`src/rtl/trim_pkg.sv`:
```
package trim_pkg;

    localparam int TRIM_W = 5;
    localparam int CNT_W  = 16;

    typedef logic [TRIM_W-1:0] code_t;
    typedef logic [CNT_W-1:0]  count_t;

    localparam code_t CODE_MAX = '1;

    typedef struct packed {
        code_t lo;
        code_t hi;
    } bounds_t;

    typedef enum logic [2:0] {
        ST_IDLE,
        ST_PICK,
        ST_APPLY,
        ST_WAIT,
        ST_JUDGE
    } state_t;

    typedef enum logic [1:0] {
        PH_SEARCH,
        PH_END_LO,
        PH_END_HI
    } phase_t;

    function automatic count_t abs_diff(input count_t a, input count_t b);
        return (a > b) ? count_t'(a - b) : count_t'(b - a);
    endfunction

    function automatic logic in_window(input count_t c, input count_t lo, input count_t hi);
        return (c >= lo) && (c <= hi);
    endfunction

endpackage

```
`src/rtl/trim_bounds.sv`:
```
module trim_bounds
    import trim_pkg::*;
(
    input  logic    clk,
    input  logic    rst,
    input  logic    init,
    input  logic    set_lo,
    input  logic    set_hi,
    input  code_t   new_val,
    output bounds_t bnd,
    output code_t   mid,
    output logic    converged
);
    localparam int SUM_W = TRIM_W + 1;

    logic [SUM_W-1:0] sum;

    always_comb begin
        sum       = {1'b0, bnd.lo} + {1'b0, bnd.hi};
        mid       = sum[SUM_W-1:1];
        converged = (mid == bnd.lo);
    end

    always_ff @(posedge clk) begin
        if (rst || init) begin
            bnd.lo <= '0;
            bnd.hi <= CODE_MAX;
        end else if (set_lo) begin
            bnd.lo <= new_val;
        end else if (set_hi) begin
            bnd.hi <= new_val;
        end
    end
endmodule

```
`src/rtl/trim_meas_port.sv`:
```
module trim_meas_port
    import trim_pkg::*;
(
    input  logic   clk,
    input  logic   rst,
    input  logic   launch,
    input  logic   meas_ack,
    input  count_t meas_count,
    input  logic   meas_timeout,
    output logic   meas_req,
    output count_t res_count,
    output logic   res_valid
);
    always_ff @(posedge clk) begin
        if (rst) begin
            meas_req  <= 1'b0;
            res_count <= '0;
            res_valid <= 1'b0;
        end else begin
            res_valid <= 1'b0;
            if (launch) begin
                meas_req <= 1'b1;
            end else if (meas_req && meas_ack) begin
                meas_req  <= 1'b0;
                res_count <= meas_timeout ? '0 : meas_count;
                res_valid <= 1'b1;
            end
        end
    end
endmodule

```
`src/rtl/trim_search_ctrl.sv`:
```
module trim_search_ctrl
    import trim_pkg::*;
#(
    parameter int TARGET = 794,
    parameter int TOL    = 2
) (
    input  logic              clk,
    input  logic              rst,
    input  logic              start,
    output logic [TRIM_W-1:0] trim_code,
    output logic              meas_req,
    input  logic              meas_ack,
    input  logic [CNT_W-1:0]  meas_count,
    input  logic              meas_timeout,
    output logic              done,
    output logic [TRIM_W-1:0] final_code
);
    localparam count_t BAND_LO = count_t'(TARGET - TOL);
    localparam count_t BAND_HI = count_t'(TARGET + TOL);

    state_t  st;
    phase_t  ph;
    code_t   trim_q;
    code_t   final_q;
    logic    done_q;
    count_t  dist_lo_q;

    bounds_t bnd;
    code_t   mid;
    logic    converged;
    logic    bnd_init;
    logic    bnd_set_lo;
    logic    bnd_set_hi;
    logic    launch;
    count_t  res_count;
    logic    res_valid;
    logic    hit;
    count_t  res_dist;

    always_comb begin
        hit        = in_window(res_count, BAND_LO, BAND_HI);
        res_dist   = abs_diff(res_count, BAND_LO);
        launch     = (st == ST_APPLY);
        bnd_init   = (st == ST_IDLE) && start;
        bnd_set_hi = (st == ST_JUDGE) && (ph == PH_SEARCH) && !hit && (res_count > BAND_HI);
        bnd_set_lo = (st == ST_JUDGE) && (ph == PH_SEARCH) && !hit && (res_count < BAND_LO);
    end

    trim_bounds u_bounds (
        .clk       (clk),
        .rst       (rst),
        .init      (bnd_init),
        .set_lo    (bnd_set_lo),
        .set_hi    (bnd_set_hi),
        .new_val   (trim_q),
        .bnd       (bnd),
        .mid       (mid),
        .converged (converged)
    );

    trim_meas_port u_meas (
        .clk          (clk),
        .rst          (rst),
        .launch       (launch),
        .meas_ack     (meas_ack),
        .meas_count   (meas_count),
        .meas_timeout (meas_timeout),
        .meas_req     (meas_req),
        .res_count    (res_count),
        .res_valid    (res_valid)
    );

    always_ff @(posedge clk) begin
        if (rst) begin
            st        <= ST_IDLE;
            ph        <= PH_SEARCH;
            trim_q    <= '0;
            final_q   <= '0;
            done_q    <= 1'b0;
            dist_lo_q <= '0;
        end else begin
            done_q <= 1'b0;
            case (st)
                ST_IDLE: begin
                    if (start) begin
                        ph <= PH_SEARCH;
                        st <= ST_PICK;
                    end
                end
                ST_PICK: begin
                    if (converged) begin
                        ph     <= PH_END_LO;
                        trim_q <= bnd.lo;
                    end else begin
                        trim_q <= mid;
                    end
                    st <= ST_APPLY;
                end
                ST_APPLY: st <= ST_WAIT;
                ST_WAIT: begin
                    if (res_valid) st <= ST_JUDGE;
                end
                ST_JUDGE: begin
                    case (ph)
                        PH_SEARCH: begin
                            if (hit) begin
                                final_q <= trim_q;
                                done_q  <= 1'b1;
                                st      <= ST_IDLE;
                            end else begin
                                st <= ST_PICK;
                            end
                        end
                        PH_END_LO: begin
                            dist_lo_q <= res_dist;
                            trim_q    <= bnd.hi;
                            ph        <= PH_END_HI;
                            st        <= ST_APPLY;
                        end
                        default: begin
                            final_q <= (dist_lo_q < res_dist) ? bnd.lo : bnd.hi;
                            done_q  <= 1'b1;
                            st      <= ST_IDLE;
                        end
                    endcase
                end
                default: st <= ST_IDLE;
            endcase
        end
    end

    assign trim_code  = trim_q;
    assign done       = done_q;
    assign final_code = final_q;
endmodule

```
`config.mk`:
```
export PLATFORM = sky130hd
export DESIGN_NAME = trim_search_ctrl
export DESIGN_NICKNAME = d
export VERILOG_FILES = /design/src/rtl/trim_pkg.sv /design/src/rtl/trim_bounds.sv /design/src/rtl/trim_meas_port.sv /design/src/rtl/trim_search_ctrl.sv
export SDC_FILE = /design/constraint.sdc
export NUM_CORES = 1
export LEC_CHECK = 0
export ABC_AREA = 1
export BUFFER_PORTS_ARGS = -buffer_cell sky130_fd_sc_hd__buf_2
export CORE_MARGIN = 3
export CORE_UTILIZATION = 65
export DETAILED_ROUTE_END_ITERATION = 16
export PLACE_DENSITY = 0.86
export SYNTH_ARGS = -nofsm -noshare
export SYNTH_HDL_FRONTEND = slang
export SYNTH_SLANG_ARGS = --single-unit
```
`constraint.sdc`:
```
create_clock -name clk -period 4 [get_ports clk]
set_input_delay 0.8 -clock clk [delete_from_list [all_inputs] [get_ports clk]]
set_output_delay 0.8 -clock clk [all_outputs]
set_load 0.05 [all_outputs]
```
==> results of run 1 <==
-- how the worst max path moves through the flow --
stage                               end                start  slack [ns]  cells past startpoint
after CTS                 final_code[1]  u_meas.res_count[4]        0.86                     19
after global placement    final_code[3]  u_meas.res_count[4]        1.04                     19
final                     final_code[1]  u_meas.res_count[4]        0.77                     19
after global routing      final_code[1]  u_meas.res_count[8]        0.48                     17
after floorplan           final_code[0]  u_meas.res_count[1]        1.37                     19
after detailed placement  final_code[2]  u_meas.res_count[4]        0.95                     19
-- metrics by stage --
stage	std cells	hold slack, ns
3_3_place_gp	666	0.462
3_5_place_dp	666	0.464
6_report	682	0.476
2_1_floorplan	575	0.450
5_1_grt	682	0.503
4_1_cts	682	0.476
-- layer usage --
layer  track usage  part of all wire  up-vias
li1              -                 -     1917
met1         0.425              0.48     1703
met2         0.419              0.43      136
met3        0.0526             0.070       21
met4        0.0963             0.018        0
met5             0                 0        -
-- kinds of logic (layout without fill, tap and decap cells) --
group                      Yosys count  in the layout  synth area share
and+or+nand+nor                    284            284             0.333
buffers and inverters              107            142             0.112
xor gates and xnor gates             8              8            0.0207
DFF                                 60             60             0.320
adders and majority gates           23             23            0.0787
AOI/OAI and AO/OA                   93             93             0.135
-- power breakdown --
part	internal [uW]	switching, uW	total [uW]	leakage, uW
Combinational	83.3	197	280	0.00161
Sequential	618	18.3	636	0.000485
Clock	355	261	616	0.000110
Total	1060	476	1530	0.00221
-- layout by cell type, fill, tap and decap left out, types with 10 or more instances in the layout --
| cell | n |
|---|---|
| a21oi_1 | 45 |
| buf_2 | 32 |
| dfxtp_1 | 60 |
| ha_1 | 22 |
| inv_1 | 82 |
| nand2_1 | 140 |
| nand3_1 | 71 |
| nor2_1 | 41 |
| o21ai_0 | 24 |
| o21ai_1 | 10 |
-- cell type report --
type | instances | area, um^2
Clock buffer | 9 | 124
Clock inverter | 7 | 98.8
Fill cell | 459 | 1370
Inverter | 92 | 345
Multi-Input combinational cell | 408 | 2130
Sequential cell | 60 | 1200
Tap cell | 72 | 90.1
Timing Repair Buffer | 34 | 175
-- worst reg2reg max path: cells and delay by family, from the launching register on --
family,cells,cell delay (ns)
AO/OA/AOI/OAI,3,0.85
flip-flops,1,0.45
buffers and inverters,3,0.16
adder cells (fa/ha/maj),2,0.53
AND/OR/NAND/NOR,11,1.18
-- registers in the layout (all words and copies together), names as in the netlist --
register	cells
dist_lo_q	16
done	1
final_code	5
ph	2
st	3
trim_code	5
u_bounds.bnd	10
u_meas.meas_req	1
u_meas.res_count	16
u_meas.res_valid	1
==> out/results.tsv, run 1 <==
metric	value	unit
status	finished, final reports clean	
Tcrit/Tclk final	0.807	
Synth top area share	0.320	
DRC errors left	0	
clock-pin slew on the worst setup and hold paths	0.07	ns
min cycle time layout	3.23	ns
Yosys cell types	34	
clk_lat worst skew	0.35	ns
Finished Cell Area	0.00417	mm^2
Top FF cell, synth	dfxtp_1	
Antenna Nets Post-Route	0	
sequential fraction of the synthesis area	0.320	
Worst R2R Path Depth	19	
drt wl/cell	13.2	um
die width	82.0	um
worst rel slew slack	0.501	
max_cap viols	0	
CP Launch Type	flop	
Design Power	1530	uW
r2r endpoint	final_code[1]	
Total Neg Setup Slack	0	ns
first-pass GRT wire length	14800	um
CP required	4.28	ns
synth cell count leaders	nand2_1, inv_1, nand3_1	
initial antenna violation count	0	
Setup WS pre-CTS	0.946	ns
Vert. Die Dim	82.0	um
Sink Count	60	
min-delay src	ph[0]	
CP bufs+invs	3	
Synth async-reset ratio	0	
post-synthesis cell count	575	
CORE AREA	0.00554	mm^2
Nets	649	
vias in the first global route	3230	
setup violators final	0	
CTS Hold Bufs	0	
top post-synthesis cells by area	dfxtp_1, nand2_1, nand3_1	
number of top-level pins	33	
DRT Pass-1 Iters	5	
largest net degree at the start of global routing	36	
FF-to-FF Start	u_meas.res_count[4]	
hold endpoint	ph[0]	
WS Path Type	reg -> reg	
num rows	27	
Starting Density	0.677	
Max FO, Critical Path	7	
Root Driver	clkbuf_8	
critical-path cell list	ha_1 > inv_1 > o21ai_1 > nand4_1 > nand2_1 > nand2_1 > nand2_1 > nand2_1 > and2_1 > ha_1 > nand2_1 > inv_1 > nand3_1 > inv_1 > a21oi_1 > nand2_1 > nand2_1 > nand3_1 > a21oi_1	
crit-path max cell delay	0.45	ns
Placed Area	0.00394	mm^2
Via density	5.54	
synthesis-to-finish area growth	11.1	%
GRT overflow	0	
vias	3777	
largest area contributor in the netlist	dfxtp_1	
slowest cell on the critical path	dfxtp_1	
Syn. warnings	0	
postcts setup bufs	0	
share of layout cells above drive strength 1	0.134	
routed wire length	9030	um
RSZ-0062 raised after global routing	false	
number of synthesized flops with an enable pin	0	
Most Frequent Cell on Critical Path	nand2_1	
Worst EP arrival	3.51	ns
critical path's top delay family	simple AND/OR/NAND/NOR gates	
Syn Area/Cell	6.52	um^2
Worst R2R Setup Slack	0.77	ns
Syn Std Cell Area	0.00375	mm^2
drt initial violations	371	
count leader, synth	nand2_1	
maximum clock path buffer count	2	
cts repair resizes	0	
fin util	0.752	
die area	0.00672	mm^2
Seq cells post-synth	60	
CTS tree	done	
Routability Congestion	0.893	
peak supply drop	0.000292	V
cts bufs inserted	9	
IO Port Bufs	32	
GRT Total Usage	0.288	
Crit. End Element	flop	
Final Slew Violations	0	
Leakage	0.00221	uW
Fmax	0.310	GHz
Ant. Diodes	0	
Pwr per Cell Area	368	mW/mm^2
Fin Clk Skew	0.00678	ns
Hold/Removal Path Class	reg -> reg	
Fin. Hold Viols	0	
Hold Path Cell Cnt	2	
hpwl dp	6690	um
CTS H-Tree Depth	3	
Syn Nets	619	
setup ws final	0.773	ns
worst-margin pin slew	0.743	ns
(Power assumes the default switching activity.)
==> inputs of run 2 (changes only) <==
CORE_UTILIZATION = 54   (was 65)
PLACE_DENSITY = 0.76   (was 0.86)
clock period = 2.8 ns   (was 4 ns; I/O delays follow)
==> run 2 against run 1 <==
Net effect: sequential power is 43% higher; die area is 19% higher; clock-buffer cell count is 1 higher; non-clock buffer count is 23 higher; combinational power is 65% higher; via count is 3.1% higher; utilization is 6.0 points lower; setup slack worse by 0.76 ns; critical path depth stayed put; final area is 8.5% higher.
==> out/results.tsv, run 2 (same netlist as run 1, synthesis figures left out) <==
metric	value	unit
IO Port Bufs	32	
Final Slew Violations	0	
largest net degree at the start of global routing	35	
Design Power	2110	uW
Setup WS pre-CTS	-0.0909	ns
CTS H-Tree Depth	3	
CP startpoint	u_meas.res_count[11]	
die width	89.3	um
Ant. Diodes	0	
vias	3893	
clock-pin slew on the worst setup and hold paths	0.08	ns
Regs by FF count	dist_lo_q x16, u_meas.res_count x16, u_bounds.bnd x10	
synthesis-to-finish area growth	20.5	%
Antenna Nets Post-Route	0	
Pwr per Cell Area	467	mW/mm^2
cts bufs inserted	9	
commonest non-fill, non-tap cell in the layout	nand2_1	
r2r endpoint	final_code[0]	
Max FO, Critical Path	8	
Placed Area	0.00403	mm^2
Hold/Removal Path Class	in -> reg	
GRT overflow	0	
CTS Hold Bufs	0	
Finished Cell Area	0.00452	mm^2
Worst Setup EP	final_code[0]	
GRT Total Usage	0.244	
drt wl/cell	13.9	um
Routability Congestion	0.964	
initial antenna violation count	0	
Net Sw Power	721	uW
status	finished, final reports clean	
Worst R2R Path Depth	19	
P_int	1390	uW
setup ws final	0.0105	ns
Total Neg Setup Slack	0	ns
routed wire length	9850	um
first-pass GRT wire length	15100	um
Sw Ratio	0.342	
drt initial violations	305	
Fin. Hold Viols	0	
clk_lat worst skew	0.36	ns
Nets	673	
setup violators final	0	
DRT Pass-1 Iters	5	
number of top-level pins	33	
FF-to-FF Start	u_meas.res_count[11]	
Seq pwr share	0.431	
Starting Density	0.574	
Leakage	0.00234	uW
Tcrit/Tclk final	0.996	
Vert. Die Dim	89.3	um
hpwl dp	6810	um
RSZ-0062 raised after global routing	true	
CORE AREA	0.00653	mm^2
Root Driver	clkbuf_8	
CP required	3.10	ns
fin util	0.692	
DRC errors left	0	
num rows	29	
clock share of power	0.350	
CP Launch Type	flop	
min cycle time layout	2.79	ns
Sink Count	60	
die area	0.00798	mm^2
Worst R2R Setup Slack	0.01	ns
commonest non-fill, non-tap cells in the layout	nand2_1, inv_1, nand3_1, dfxtp_1	
peak supply drop	0.000359	V
max_cap viols	0	
vias in the first global route	3371	
CTS tree	done	
maximum clock path buffer count	2	
Fmax	0.358	GHz
worst rel slew slack	0.490	
worst-margin pin slew	0.761	ns
Via density	5.48	
WS Path Type	reg -> reg	
Crit. End Element	flop	
Worst EP arrival	3.09	ns
combinational power share	0.218	
Fin Clk Skew	0.0105	ns
share of layout cells above drive strength 1	0.222	
## run 2: per-stage QoR
step | std cells | hold WS (ns)
finish | 711 | 0.420
global route | 711 | 0.439
CTS | 697 | 0.413
detailed placement | 681 | 0.462
global placement | 681 | 0.461
floorplan | 575 | 0.450
## run 2: worst min path at each step
stage                        start                   to  slack (ns)  cells after the start
3_5_place_dp          trim_code[4]      u_bounds.bnd[9]        0.46                      2
6_report             meas_count[4]  u_meas.res_count[4]        0.42                      3
3_3_place_gp   u_meas.res_count[1]  u_meas.res_count[1]        0.46                      2
4_1_cts              meas_count[4]  u_meas.res_count[4]        0.41                      3
5_1_grt              meas_count[3]  u_meas.res_count[3]        0.44                      3
2_1_floorplan  u_meas.res_count[0]  u_meas.res_count[0]        0.45                      2
## run 2: critical path, stage by stage (launching register included)
cell      delay, ns
dfxtp_2        0.36
nor2_4         0.13
nand2_2        0.09
nor2_2         0.17
nand4_1        0.15
buf_6          0.17
nand2_8        0.09
inv_2          0.07
nand2_1        0.08
nand2_1        0.05
nor2_1         0.11
nor2_2         0.07
ha_4           0.27
a21oi_2        0.04
o21ai_0        0.27
a21oi_2        0.11
buf_4          0.16
nand3b_1       0.10
nand3_2        0.07
a21oi_2        0.15
## run 2: final cells by class
cell class	count	area, um^2
Fill cell	553	2010
Inverter	92	348
Sequential cell	60	1210
Multi-Input combinational cell	409	2320
Timing Repair Buffer	57	359
Clock inverter	6	47.5
Tap cell	77	96.3
Clock buffer	10	138
## run 2: metal layers
| layer | up-vias | track usage | share of wire |
|---|---|---|---|
| met5 | - | 0 | 0 |
| met4 | 0 | 0.0907 | 0.021 |
| met3 | 23 | 0.0488 | 0.054 |
| met2 | 117 | 0.357 | 0.44 |
| met1 | 1791 | 0.353 | 0.48 |
| li1 | 1962 | - | - |
## run 2: repair_timing
item                                   in CTS  in global routing
buffers inserted                            0                 13
setup endpoints to repair                   5                  5
pin swaps                                   0                 21
endpoints found under the hold margin       0                  0
gates resized for setup                     2                 48
gates cloned                                0                  1
## run 2: power by group through the flow
stage / Clock [uW] / Sequential [uW] / Combinational, uW
after CTS: 747 / 908 / 402
final: 739 / 910 / 461
after global placement: 0 / 928 / 391
after global routing: 782 / 914 / 511
after floorplan: 0 / 976 / 255
after detailed placement: 0 / 928 / 399
==> inputs of run 3 (changes only) <==
CORE_UTILIZATION = 60   (was 54)
PLACE_DENSITY = 0.8   (was 0.76)
clock period = 2.9 ns   (was 2.8 ns; I/O delays follow)
==> run 3 against run 2 <==
Net effect: non-clock buffer count fell by 3; wire length fell by 2.8%; maximum frequency fell by 2.3%; die area fell by 9.3%; power fell by 2.1%; combinational power fell by 5.2%; utilization rose by 4.9 points; worst hold slack improved by 0.035 ns; critical path depth fell by 4; sequential power fell by 3.4%; critical endpoint is now final_code[4]; largest cell class unchanged; highest routed layer unchanged.
==> out/results.tsv, run 3 (same netlist as run 1, synthesis figures left out) <==
metric	value	unit
Setup WS pre-CTS	0.0151	ns
Routability Congestion	0.973	
max_cap viols	0	
GRT overflow	0	
cts bufs inserted	9	
setup ws final	0.0458	ns
Worst Setup EP	final_code[4]	
vias	3917	
critical-path cell list	ha_1 > o21ai_0 > nor2_1 > nor2_1 > o21ai_1 > nand2_1 > nand2_1 > ha_1 > a21oi_1 > o21ai_2 > a21oi_2 > buf_4 > nand3_1 > nand3_1 > a21oi_1	
largest net degree at the start of global routing	36	
CTS H-Tree Depth	3	
Via density	5.56	
CORE AREA	0.00599	mm^2
RSZ-0062 raised after global routing	true	
min cycle time layout	2.85	ns
Storage cell area	0.00121	mm^2
Ant. Diodes	0	
worst-margin pin slew	0.728	ns
CP required	3.13	ns
commonest non-fill, non-tap cells in the layout	nand2_1, inv_1, nand3_1, dfxtp_1, nor2_1	
CP startpoint	u_meas.res_count[3]	
CP bufs+invs	1	
critical path's top delay family	compound AO/OA/AOI/OAI gates	
CP Depth	15	
hpwl dp	6650	um
setup violators final	0	
Hold Path Cell Cnt	3	
CTS tree	done	
CTS Hold Bufs	0	
Nets	669	
commonest non-fill, non-tap cell in the layout	nand2_1	
Fin. Hold Viols	0	
Worst R2R Setup Slack	0.05	ns
status	finished, final reports clean	
first-pass GRT wire length	15600	um
crit-path max cell delay	0.42	ns
DRC errors left	0	
Regs by FF count	dist_lo_q x16, u_meas.res_count x16, u_bounds.bnd x10	
area of the multi-input gates	0.00225	mm^2
num rows	28	
Max FO, Critical Path	5	
CP Launch Type	flop	
number of top-level pins	33	
Final Slew Violations	0	
share of layout cells above drive strength 1	0.211	
FF-to-FF Start	u_meas.res_count[3]	
die width	85.1	um
dpl cells	676	
drt initial violations	293	
initial antenna violation count	0	
Crit. End Element	flop	
DRT Pass-1 Iters	5	
slowest cell on the critical path	o21ai_0	
IO Port Bufs	32	
vias in the first global route	3447	
Antenna Nets Post-Route	0	
Finished Layout Cells	704	
maximum clock path buffer count	2	
Worst R2R Path Depth	15	
die area	0.00724	mm^2
WS Path Type	reg -> reg	
FILL cells	489	
drt wl/cell	13.6	um
Pwr per Cell Area	465	mW/mm^2
worst rel slew slack	0.511	
Sink Count	60	
clock-pin slew on the worst setup and hold paths	0.07	ns
Starting Density	0.626	
Root Driver	clkbuf_8	
peak supply drop	0.000372	V
Fin Clk Skew	0.0144	ns
GRT Total Usage	0.264	
routed wire length	9580	um
clk_lat worst skew	0.35	ns
Vert. Die Dim	85.1	um
Leakage	0.00232	uW
Hold/Removal Path Class	in -> reg	
synthesis-to-finish area growth	18.4	%
Fmax	0.350	GHz
Worst EP arrival	3.08	ns
r2r endpoint	final_code[4]	
Tcrit/Tclk final	0.984	
## run 3: layout make-up
class	instances	share of cell area
sequential	60	0.273
clock inverter	4	0.0113
multi-input combinational	408	0.506
tap	75	0.0211
timing repair buffer	54	0.0769
inverter	92	0.0800
clock buffer	11	0.0318
## run 3: how the worst min path moves through the flow
stage	startpoint	end	slack (ns)
floorplan	u_meas.res_count[0]	u_meas.res_count[0]	0.45
global placement	trim_code[3]	u_bounds.bnd[8]	0.46
detailed placement	ph[0]	ph[0]	0.47
CTS	meas_count[1]	u_meas.res_count[1]	0.45
global route	meas_count[8]	u_meas.res_count[8]	0.46
finish	meas_count[1]	u_meas.res_count[1]	0.45
## run 3: layer usage
metal | track usage | vias to the layer above | share of wire
li1 | - | 1954 | -
met1 | 0.377 | 1790 | 0.47
met2 | 0.398 | 157 | 0.44
met3 | 0.0369 | 16 | 0.067
met4 | 0.109 | 0 | 0.020
met5 | 0 | - | 0
## run 3: worst min-delay path, cell delays in order
cell     delay (ns)
buf_2          0.07
nand3_1        0.06
nand2_1        0.05
## run 3: stage by stage
stage / total power (uW) / TNS [ns] / hold slack, ns / util / cell area [um^2]
floorplan: 1190 / 0 / 0.450 / - / 3750
global placement: 1270 / 0 / 0.461 / 0.668 / 4000
detailed placement: 1280 / 0 / 0.468 / 0.668 / 4000
CTS: 2030 / 0 / 0.447 / 0.707 / 4230
global route: 2160 / -0.660 / 0.459 / 0.741 / 4440
finish: 2060 / 0 / 0.454 / 0.741 / 4440
## run 3: power breakdown
part | leakage [uW] | switching, uW | internal [uW]
combinational | 0.00174 | 289 | 148
clock | 0.0000914 | 334 | 414
sequential | 0.000489 | 25.9 | 853
## run 3: timing repair
item	in CTS	in global routing
setup endpoints to repair	1	5
setup buffers	4	9
pin swaps	1	15
resized for setup	0	43
